==> src/rtl/sixstep_pkg.sv <==
package sixstep_pkg;
  localparam int NUM_STATES = 6;
  localparam int CNT_W      = 3;
  localparam int NUM_LEGS   = 3;
  localparam int NUM_LINES  = 1 << CNT_W;

  typedef enum logic {
    MODE_180 = 1'b0,
    MODE_120 = 1'b1
  } mode_e;

  // state-membership mask, bit s set when the gate is demanded in state s
  function automatic logic [NUM_STATES-1:0] gate_mask(mode_e m, int leg, logic top);
    logic [NUM_STATES-1:0] t180;
    logic [NUM_STATES-1:0] t120;
    logic [NUM_STATES-1:0] b120;
    case (leg)
      0:       begin t180 = 6'b110001; t120 = 6'b000011; b120 = 6'b011000; end
      1:       begin t180 = 6'b000111; t120 = 6'b001100; b120 = 6'b100001; end
      default: begin t180 = 6'b011100; t120 = 6'b110000; b120 = 6'b000110; end
    endcase
    if (m == MODE_180) return top ? t180 : ~t180;
    return top ? t120 : b120;
  endfunction
endpackage

==> src/rtl/sixstep_counter.sv <==
module sixstep_counter
  import sixstep_pkg::*;
(
  input  logic             clk,
  input  logic             rst,
  input  logic             step_en,
  output logic [CNT_W-1:0] cnt
);
  localparam logic [CNT_W-1:0] LAST = CNT_W'(NUM_STATES - 1);

  logic at_last;
  logic illegal;

  assign at_last = (cnt == LAST);
  assign illegal = (cnt > LAST);

  always_ff @(posedge clk) begin
    if (rst || illegal) begin
      cnt <= '0;
    end else if (step_en) begin
      cnt <= at_last ? '0 : cnt + 1'b1;
    end
  end

  a_r1_hold: assert property (@(posedge clk) disable iff (rst)
    (!step_en && !illegal) |=> $stable(cnt));
  a_r1_wrap: assert property (@(posedge clk) disable iff (rst)
    (step_en && at_last) |=> (cnt == '0));
  a_r1_step: assert property (@(posedge clk) disable iff (rst)
    (step_en && !at_last && !illegal) |=> (cnt == $past(cnt) + 1'b1));
  a_r9_recover: assert property (@(posedge clk) disable iff (rst)
    illegal |=> (cnt == '0));
endmodule

==> src/rtl/sixstep_decoder.sv <==
module sixstep_decoder
  import sixstep_pkg::*;
(
  input  logic [CNT_W-1:0]     cnt,
  output logic [NUM_LINES-1:0] line_n
);
  for (genvar k = 0; k < NUM_LINES; k++) begin : g_line
    assign line_n[k] = (cnt != CNT_W'(k));
  end

  always_comb begin
    a_r9_onehot: assert ($countones(~line_n) == 1);
  end
endmodule

==> src/rtl/sixstep_gate_map.sv <==
module sixstep_gate_map
  import sixstep_pkg::*;
(
  input  logic [NUM_LINES-1:0] line_n,
  input  mode_e                mode,
  output logic [NUM_LEGS-1:0]  want_hi,
  output logic [NUM_LEGS-1:0]  want_lo
);
  logic legal;
  assign legal = &line_n[NUM_LINES-1:NUM_STATES];

  for (genvar g = 0; g < NUM_LEGS; g++) begin : g_leg
    logic [NUM_STATES-1:0] m_hi;
    logic [NUM_STATES-1:0] m_lo;
    assign m_hi = gate_mask(mode, g, 1'b1);
    assign m_lo = gate_mask(mode, g, 1'b0);
    // OR of selected states built as NAND of the active-low lines
    assign want_hi[g] = legal & ~(&(line_n[NUM_STATES-1:0] | ~m_hi));
    assign want_lo[g] = legal & ~(&(line_n[NUM_STATES-1:0] | ~m_lo));
  end

  always_comb begin
    a_r9_illegal_off: assert (legal || (want_hi == '0 && want_lo == '0));
  end
endmodule

==> src/rtl/sixstep_leg_dt.sv <==
module sixstep_leg_dt
  import sixstep_pkg::*;
#(
  parameter int DEAD = 3
) (
  input  logic  clk,
  input  logic  rst,
  input  mode_e mode,
  input  logic  want_hi,
  input  logic  want_lo,
  output logic  hi_en,
  output logic  lo_en
);
  localparam int DT_W = (DEAD > 0) ? $clog2(DEAD + 1) : 1;
  localparam logic [DT_W-1:0] DT_LOAD = DT_W'(DEAD);

  logic            prev_hi;
  logic [DT_W-1:0] dcnt;
  logic [DT_W-1:0] dnext;
  logic            edge_seen;

  assign edge_seen = (mode == MODE_180) && (want_hi != prev_hi);

  always_comb begin
    if (mode == MODE_120)   dnext = '0;
    else if (edge_seen)     dnext = DT_LOAD;
    else if (dcnt != '0)    dnext = dcnt - 1'b1;
    else                    dnext = '0;
  end

  always_ff @(posedge clk) begin
    if (rst) begin
      prev_hi <= 1'b0;
      dcnt    <= '0;
      hi_en   <= 1'b0;
      lo_en   <= 1'b0;
    end else begin
      prev_hi <= want_hi;
      dcnt    <= dnext;
      hi_en   <= (dnext == '0) & want_hi;
      lo_en   <= (dnext == '0) & want_lo;
    end
  end

  a_r3_no_shoot: assert property (@(posedge clk) disable iff (rst)
    !(hi_en && lo_en));
  a_r4_dead_off: assert property (@(posedge clk) disable iff (rst)
    (dcnt != '0) |-> (!hi_en && !lo_en));
  if (DEAD > 0) begin : g_dt_chk
    a_r4_dead_start: assert property (@(posedge clk) disable iff (rst)
      edge_seen |=> (!hi_en && !lo_en));
  end
endmodule

==> src/rtl/sixstep_gate_seq.sv <==
module sixstep_gate_seq
  import sixstep_pkg::*;
#(
  parameter int DEAD = 3
) (
  input  logic                clk,
  input  logic                rst,
  input  logic                step_en,
  input  logic                mode_sel,
  input  logic                pwm_in,
  output logic [NUM_LEGS-1:0] gate_hi,
  output logic [NUM_LEGS-1:0] gate_lo,
  output logic [CNT_W-1:0]    state
);
  localparam logic [CNT_W-1:0] LAST = CNT_W'(NUM_STATES - 1);

  logic [CNT_W-1:0]     cnt;
  logic [NUM_LINES-1:0] line_n;
  logic [NUM_LEGS-1:0]  want_hi;
  logic [NUM_LEGS-1:0]  want_lo;
  logic [NUM_LEGS-1:0]  hi_en;
  logic [NUM_LEGS-1:0]  lo_en;
  logic                 boundary;
  mode_e                mode_q;

  assign boundary = (step_en && cnt == LAST) || (cnt > LAST);

  always_ff @(posedge clk) begin
    if (rst || boundary) mode_q <= mode_e'(mode_sel);
  end

  sixstep_counter i_cnt (
    .clk     (clk),
    .rst     (rst),
    .step_en (step_en),
    .cnt     (cnt)
  );

  sixstep_decoder i_dec (
    .cnt    (cnt),
    .line_n (line_n)
  );

  sixstep_gate_map i_map (
    .line_n  (line_n),
    .mode    (mode_q),
    .want_hi (want_hi),
    .want_lo (want_lo)
  );

  for (genvar g = 0; g < NUM_LEGS; g++) begin : g_leg
    sixstep_leg_dt #(.DEAD(DEAD)) i_leg (
      .clk     (clk),
      .rst     (rst),
      .mode    (mode_q),
      .want_hi (want_hi[g]),
      .want_lo (want_lo[g]),
      .hi_en   (hi_en[g]),
      .lo_en   (lo_en[g])
    );
  end

  assign gate_hi = hi_en & {NUM_LEGS{pwm_in}};
  assign gate_lo = lo_en;
  assign state   = cnt;

  a_r2_reset_off: assert property (@(posedge clk)
    rst |=> (hi_en == '0 && lo_en == '0 && cnt == '0));
  a_r6_two_on: assert property (@(posedge clk) disable iff (rst)
    (mode_q == MODE_120 && cnt <= LAST) |=>
      ($countones(hi_en) == 1 && $countones(lo_en) == 1 && (hi_en & lo_en) == '0));
  a_r7_chop: assert property (@(posedge clk) disable iff (rst)
    !pwm_in |-> (gate_hi == '0 && gate_lo == lo_en));
  a_r8_mode_hold: assert property (@(posedge clk) disable iff (rst)
    !boundary |=> $stable(mode_q));
  a_r9_range: assert property (@(posedge clk) disable iff (rst)
    state <= LAST);
endmodule

==> config.mk <==
export PLATFORM = sky130hd
export DESIGN_NAME = sixstep_gate_seq
export DESIGN_NICKNAME = d
export VERILOG_FILES = /design/src/rtl/sixstep_pkg.sv /design/src/rtl/sixstep_counter.sv /design/src/rtl/sixstep_decoder.sv /design/src/rtl/sixstep_gate_map.sv /design/src/rtl/sixstep_leg_dt.sv /design/src/rtl/sixstep_gate_seq.sv
export SDC_FILE = /design/constraint.sdc
export NUM_CORES = 1
export LEC_CHECK = 0
export BUFFER_PORTS_ARGS = -buffer_cell sky130_fd_sc_hd__buf_2
export CORE_MARGIN = 1
export CORE_UTILIZATION = 35
export CTS_CLUSTER_SIZE = 30
export DETAILED_ROUTE_END_ITERATION = 10
export PLACE_DENSITY_LB_ADDON = 0.15
export SLEW_MARGIN = 25
export SYNTH_ARGS = -nofsm -noshare
export SYNTH_HDL_FRONTEND = slang
export SYNTH_HIERARCHICAL = 1
export SYNTH_SLANG_ARGS = --single-unit
==> constraint.sdc <==
create_clock -name clk -period 2.15 [get_ports clk]
set_clock_uncertainty 0.15 [all_clocks]
set_input_delay 0.645 -clock clk [delete_from_list [all_inputs] [get_ports clk]]
set_output_delay 0.645 -clock clk [all_outputs]
set_load 0.005 [all_outputs]
After elaboration in Yosys (flattened, before gate mapping)

Cells that the tools add are included.
W data, S select, Z words.

Add/subtract/negate cells: 4
Order comparisons: 1
Equality and inequality tests: 11
Multiplexer cells: 16
Bitwise gates (word level): 32
Reductions and logical operators: 21

Operator list:

| cell                  | number |
|---|---|
| $or A6 B6 Y6          | 6 |
| $reduce_and A6 Y1     | 6 |
| $not A6 Y6            | 4 |
| $mux W2               | 9 |
| $mux W6               | 3 |
| $and A1 B1 Y1         | 12 |
| $ne A3 B3 Y1 const B  | 4 |
| $mux W5               | 2 |
| $not A1 Y1            | 7 |
| $logic_not A2 Y1      | 3 |
| $ne A3 B2 Y1 const B  | 2 |
| $not A4 Y6            | 1 |
| $not A5 Y6            | 1 |
| $reduce_bool A2 Y1    | 3 |
| $sub A2 B1 Y2 const B | 3 |
| $logic_and A1 B1 Y1   | 4 |
| $mux W4               | 1 |
| $add A3 B1 Y3 const B | 1 |
| $and A3 B3 Y3         | 1 |
| $eq A3 B3 Y1 const B  | 1 |
| $gt A3 B3 Y1 const B  | 1 |
| $logic_or A1 B1 Y1    | 3 |
| $mux W3               | 1 |
| $ne A1 B1 Y1          | 3 |
| 3 further kinds       | 3 |

Register bits after elaboration: 19
Bits of input ports: 5
Output and inout port bits: 9
Word-level logic and storage cells: 99

Depth between registers and ports, before layout

Depth in word-level cells: 12
Gate-level depth with buffers: 5
Gate-level depth less buffers: 5

Modules after synthesis

Netlist, hierarchy kept.

By module, submodules not included:

| module           | instances | cells an instance | area each (um^2) | sequential area each (um^2) |
|---|---|---|---|---|
| sixstep_leg_dt   | 3         | 16                | 178.9            | 100.1 |
| sixstep_counter  | 1         | 11                | 127.6            | 60.1 |
| sixstep_gate_map | 1         | 15                | 110.1            | 0.0 |
| sixstep_gate_seq | 1         | 7                 | 62.6             | 30.0 |
| sixstep_decoder  | 1         | 8                 | 60.1             | 0.0 |

Worst setup path after synthesis

OpenSTA, ideal clock, no wires.

Path kind: reg2reg
From: register i_cnt.cnt[2]
To: register g_leg[0].i_leg.lo_en
Library setup time: 0.117 ns
Arrival: 1.803 ns
Data required time: 1.883 ns
Setup slack: 0.080 ns
Cell stages (with the launch flop): 6
Buffers on the path: 0
Period minus slack after synthesis: 2.070 ns
Path through: dfxtp_1 -> or3b_1 -> nor2b_1 -> a221oi_1 -> xnor2_1 -> a32o_2

Cells in the longest elaborated chain, start to end: 11
Elaborated cells between the ends (all ways): 23
Classes of those cells: 8 x eq/ne; 2 x mux; 7 x bitwise; 6 x reduce/logical

Ends and longest elaborated chain:

| what                     | line                   | source |
|---|---|---|
| start: declaration       | sixstep_counter.sv:7   | `output logic [CNT_W-1:0] cnt` |
| start signal: assignment | sixstep_counter.sv:21  | `cnt <= at_last ? '0 : cnt + 1'b1;` |
| $ne A3 B3 Y1             | sixstep_decoder.sv:8   | `assign line_n[k] = (cnt != CNT_W'(k));` |
| via line_n[4]            | sixstep_gate_seq.sv:18 | `logic [NUM_LINES-1:0] line_n;` |
| $or A6 B6 Y6             | sixstep_gate_map.sv:18 | `assign want_hi[g] = legal & ~(&(line_n[NUM_STATES-1:0] \| ~m_hi));` |
| $reduce_and A6 Y1        | sixstep_gate_map.sv:18 |  |
| $not A1 Y1               | sixstep_gate_map.sv:18 |  |
| $and A1 B1 Y1            | sixstep_gate_map.sv:18 |  |
| via want_hi[0]           | sixstep_gate_seq.sv:19 | `logic [NUM_LEGS-1:0] want_hi;` |
| $ne A1 B1 Y1             | sixstep_leg_dt.sv:22   | `assign edge_seen = (mode == MODE_180) && (want_hi != prev_hi);` |
| $logic_and A1 B1 Y1      | sixstep_leg_dt.sv:22   |  |
| $mux W2                  | sixstep_leg_dt.sv:26   | `else if (edge_seen) dnext = DT_LOAD;` |
| $mux W2                  | sixstep_leg_dt.sv:25   | `if (mode == MODE_120) dnext = '0;` |
| $logic_not A2 Y1         | sixstep_leg_dt.sv:41   | `lo_en <= (dnext == '0) & want_lo;` |
| $and A1 B1 Y1            | sixstep_leg_dt.sv:41   |  |
| end signal: assignment   | sixstep_leg_dt.sv:41   |  |
| end: declaration         | sixstep_leg_dt.sv:12   | `output logic lo_en` |

The timed path passes the listed nets, and every way through them passes these cells.
A chain may end at the register's enable or synchronous reset.

Worst setup path in the final report

From: register i_cnt.cnt[0]
To: register g_leg[1].i_leg.lo_en

Cells in the longest elaborated chain, start to end: 11
Elaborated cells between the ends (all ways): 23
Classes of those cells: 8 x eq/ne; 2 x mux; 7 x bitwise; 6 x reduce/logical

Ends and longest elaborated chain:

| what                   | line |
|---|---|
| $ne A3 B1 Y1           | sixstep_decoder.sv:8 |
| via line_n[1]          | sixstep_gate_seq.sv:18 |
| $or A6 B6 Y6           | sixstep_gate_map.sv:18 |
| $reduce_and A6 Y1      | sixstep_gate_map.sv:18 |
| $not A1 Y1             | sixstep_gate_map.sv:18 |
| $and A1 B1 Y1          | sixstep_gate_map.sv:18 |
| via want_hi[1]         | sixstep_gate_seq.sv:19 |
| $ne A1 B1 Y1           | sixstep_leg_dt.sv:22 |
| $logic_and A1 B1 Y1    | sixstep_leg_dt.sv:22 |
| $mux W2                | sixstep_leg_dt.sv:26 |
| $mux W2                | sixstep_leg_dt.sv:25 |
| $logic_not A2 Y1       | sixstep_leg_dt.sv:41 |
| $and A1 B1 Y1          | sixstep_leg_dt.sv:41 |
| end signal: assignment | sixstep_leg_dt.sv:41 |
| end: declaration       | sixstep_leg_dt.sv:12 |

The timed path passes the listed nets, and every way through them passes these cells.

==> key figures <==
Routing
  – Drt first pass iters: 4
  – DR DRC count: 0
  – Final WL: 1.79 mm
  – Routed len/inst: ~13 um
  – Initial DRC Count: 10
  – Antenna-violating nets left: 0
  – Number of vias per cell: 5.36
  – Via count: ~760

Timing
  – Fmax achieved: roughly 490 MHz
  – Worst slew pin tran: 393 ps
  – Final setup margin: 116 ps
  – Crit path time final: 2030 ps
  – Fin Setup TNS: 0 ps
  – Slew Limit Headroom: 0.738
  – RSZ-0062 raised after global routing: false
  – Period utilisation layout: 0.946
  – Final setup violation count: 0
  – Hold Fails Final Rpt: 0
  – Final slew viol count: 0
  – Hold slack final: ~320 ps

Clock network
  – # resized after CTS: 0
  – CTS tree: done
  – Clock Latency Late Sink: around 300 ps
  – CTS Hold Bufs: 0
  – Root Buffer: clkbuf_4
  – CTS Buffer Depth: 2
  – Clock slew seen by the registers of the worst setup and hold paths: 110 ps
  – Post-CTS Setup Inserts: 0
  – Clk sinks: 19
  – CTS H-tree depth: 1
  – CTS Buf Count: 3

Synth
  – Avg Cell Area, Syn: about 10 um2
  – FFs w/ async S/R, synth: 0
  – Synth Warn #: 6
  – Yosys cell types: 27
  – Leading area contributor after synthesis: dfxtp_1
  – Synth Flop Type: dfxtp_1
  – EDFF count, synth: 1
  – Post-Synth XOR/XNOR Area: 0.0488
  – Post-Synth Adder-Cell Area: 0
  – Main area contributors after synthesis: dfxtp_1 (40%), a211oi_1 (5.0%), a311oi_1 (3.9%), xnor2_1 (3.9%), a32o_2 (3.8%)
  – Post-synthesis mux area share: 0
  – Yosys top cell area share: 0.402
  – Top-count cell post-synth: dfxtp_1
  – Post-synth top cells: dfxtp_1 (18), a211oi_1 (6), and2_1 (5), nand2_1 (5), nor2b_1 (5)
  – Post-Synth Simple-Gate Area: 0.307
  – Register area share after synthesis: 0.435
  – Synthesized instance count: 89
  – Largest family of logic cells by synthesized area: simple AND/OR/NAND/NOR gates
  – Post-synthesis compound-gate area fraction: 0.197
  – Number of synthesized register bits: 19
  – Mapped Area: 897 um2
  – Post-Syn Nets: 94

Final layout
  – Final std cells w/o fill: 141
  – Core Util, Final: 0.470
  – Area Overhead vs Synth: 21.5%
  – Net total in the final layout: 119
  – Fraction of layout cells with a size suffix above 1: 0.310
  – Final instance area: 0.00109 mm2
  – Antenna cell count: 0

Placed design
  – DP Cell Count: 137
  – Place WS: 68.7 ps
  – Post-DP HPWL: 1.26 mm
  – Post-DP Area: 0.00105 mm2
  – Placer congestion estimate: 0.757
  – # port buffers: 13

Worst setup path
  – CP required: 2200 ps
  – Critical path class: reg -> reg
  – Crit end category: flip-flop
  – Worst Path Max Fanout: 8
  – Crit path launch type: flip-flop
  – Worst endpoint data arrival time: between 2000 and 2500 ps

Run
  – Max Cap Viol: 0

Die
  – Starting Density: 0.387
  – Die width: between 50 and 60 um
  – Die Y: 52.6 um
  – Die area: 0.00277 mm2
  – Core area: ~0.0023 mm2
  – Placement Rows: 17
  – Io pins: 14

Run status
  – Status: finished, final reports clean

Power and ir drop
  – Total power: around 780 uW
  – Static leakage: 0.446 nW
  – Peak VDD IR: 0.312 mV
  – Power density cells: 716 mW/mm2

Global routing
  – Largest net degree at the start of global routing: 20
  – Initial antenna violation count: 0
  – Global-route wire length before repair: 2.88 mm
  – Overall Global Routing Usage: 0.148
  – GR Overflow Total: 0
  – Number of global-route vias before repair: 657

Worst hold path
  – Worst hold path type: reg -> reg
-- cell families after synthesis --
family	after synthesis
buffers and inverters	3
AO/OA/AOI/OAI	21
XOR/XNOR	5
AND/OR/NAND/NOR	41
flip-flops	19
-- cell type report --
class	instances	area, um2
fillers	224	1230
multi-input cells	67	508
flip-flops and latches	19	390
repair buffers	20	118
well taps	28	35.0
clock buffers	3	22.5
inverters	3	11.3
clock inverters	1	5.00
-- placed cells by master (no fill, tap or decap), types with 2 or more instances in the layout --
cell | Yosys | layout
o21a_1 | 3 | 3
xnor2_1 | 4 | 4
nand2b_1 | 3 | 3
a32o_2 | 3 | 3
inv_1 | 3 | 3
and2_1 | 5 | 5
buf_2 | 0 | 13
nor3b_1 | 3 | 3
a211oi_1 | 6 | 6
a21oi_1 | 2 | 2
dfxtp_1 | 18 | 18
and3_1 | 3 | 3
or3b_1 | 3 | 3
nor2b_2 | 3 | 3
nor2b_1 | 5 | 5
buf_4 | 0 | 7
nand2_1 | 5 | 5
nand3_1 | 2 | 2
clkbuf_4 | 0 | 3
nand3b_1 | 4 | 4
a311oi_1 | 4 | 3
-- final timing paths --
check / startpoint / end / slack [ps] / cells after the start
worst max-delay path: i_cnt/cnt[0] / g_leg[1].i_leg/lo_en / 120 / 5
worst min-delay path: g_leg[0].i_leg/dcnt[0] / g_leg[0].i_leg/dcnt[1] / 320 / 2
worst max register to register: i_cnt/cnt[0] / g_leg[1].i_leg/lo_en / 120 / 5
worst min register to register: g_leg[0].i_leg/dcnt[0] / g_leg[0].i_leg/dcnt[1] / 320 / 2
-- layer usage --
layer	wire [um]	up-vias	global-route usage
met5	0	-	0
met4	28	0	0.0789
met3	51	4	0.0348
met2	847	18	0.234
met1	867	353	0.183
li1	-	381	-
-- flip-flops by register name, indices dropped and copies added, names as in the netlist --
signal               flops
g_leg.i_leg/hi_en        3
i_cnt/cnt                3
g_leg.i_leg/prev_hi      3
mode_q                   1
g_leg.i_leg/dcnt         6
g_leg.i_leg/lo_en        3
-- critical path, cell delays in order (launching register included) --
cell and delay (ps):
dfxtp_1 450, or3b_1 380, nor2b_1 170, a311oi_1 380, xnor2_1 180, a32o_2 240
-- power breakdown --
group | internal, mW | switching (mW) | total [mW]
logic | 0.0949 | 0.0899 | 0.185
clock network | 0.0694 | 0.113 | 0.182
registers | 0.392 | 0.0215 | 0.414
total | 0.557 | 0.224 | 0.781
Power figures use the tool's default switching activity.
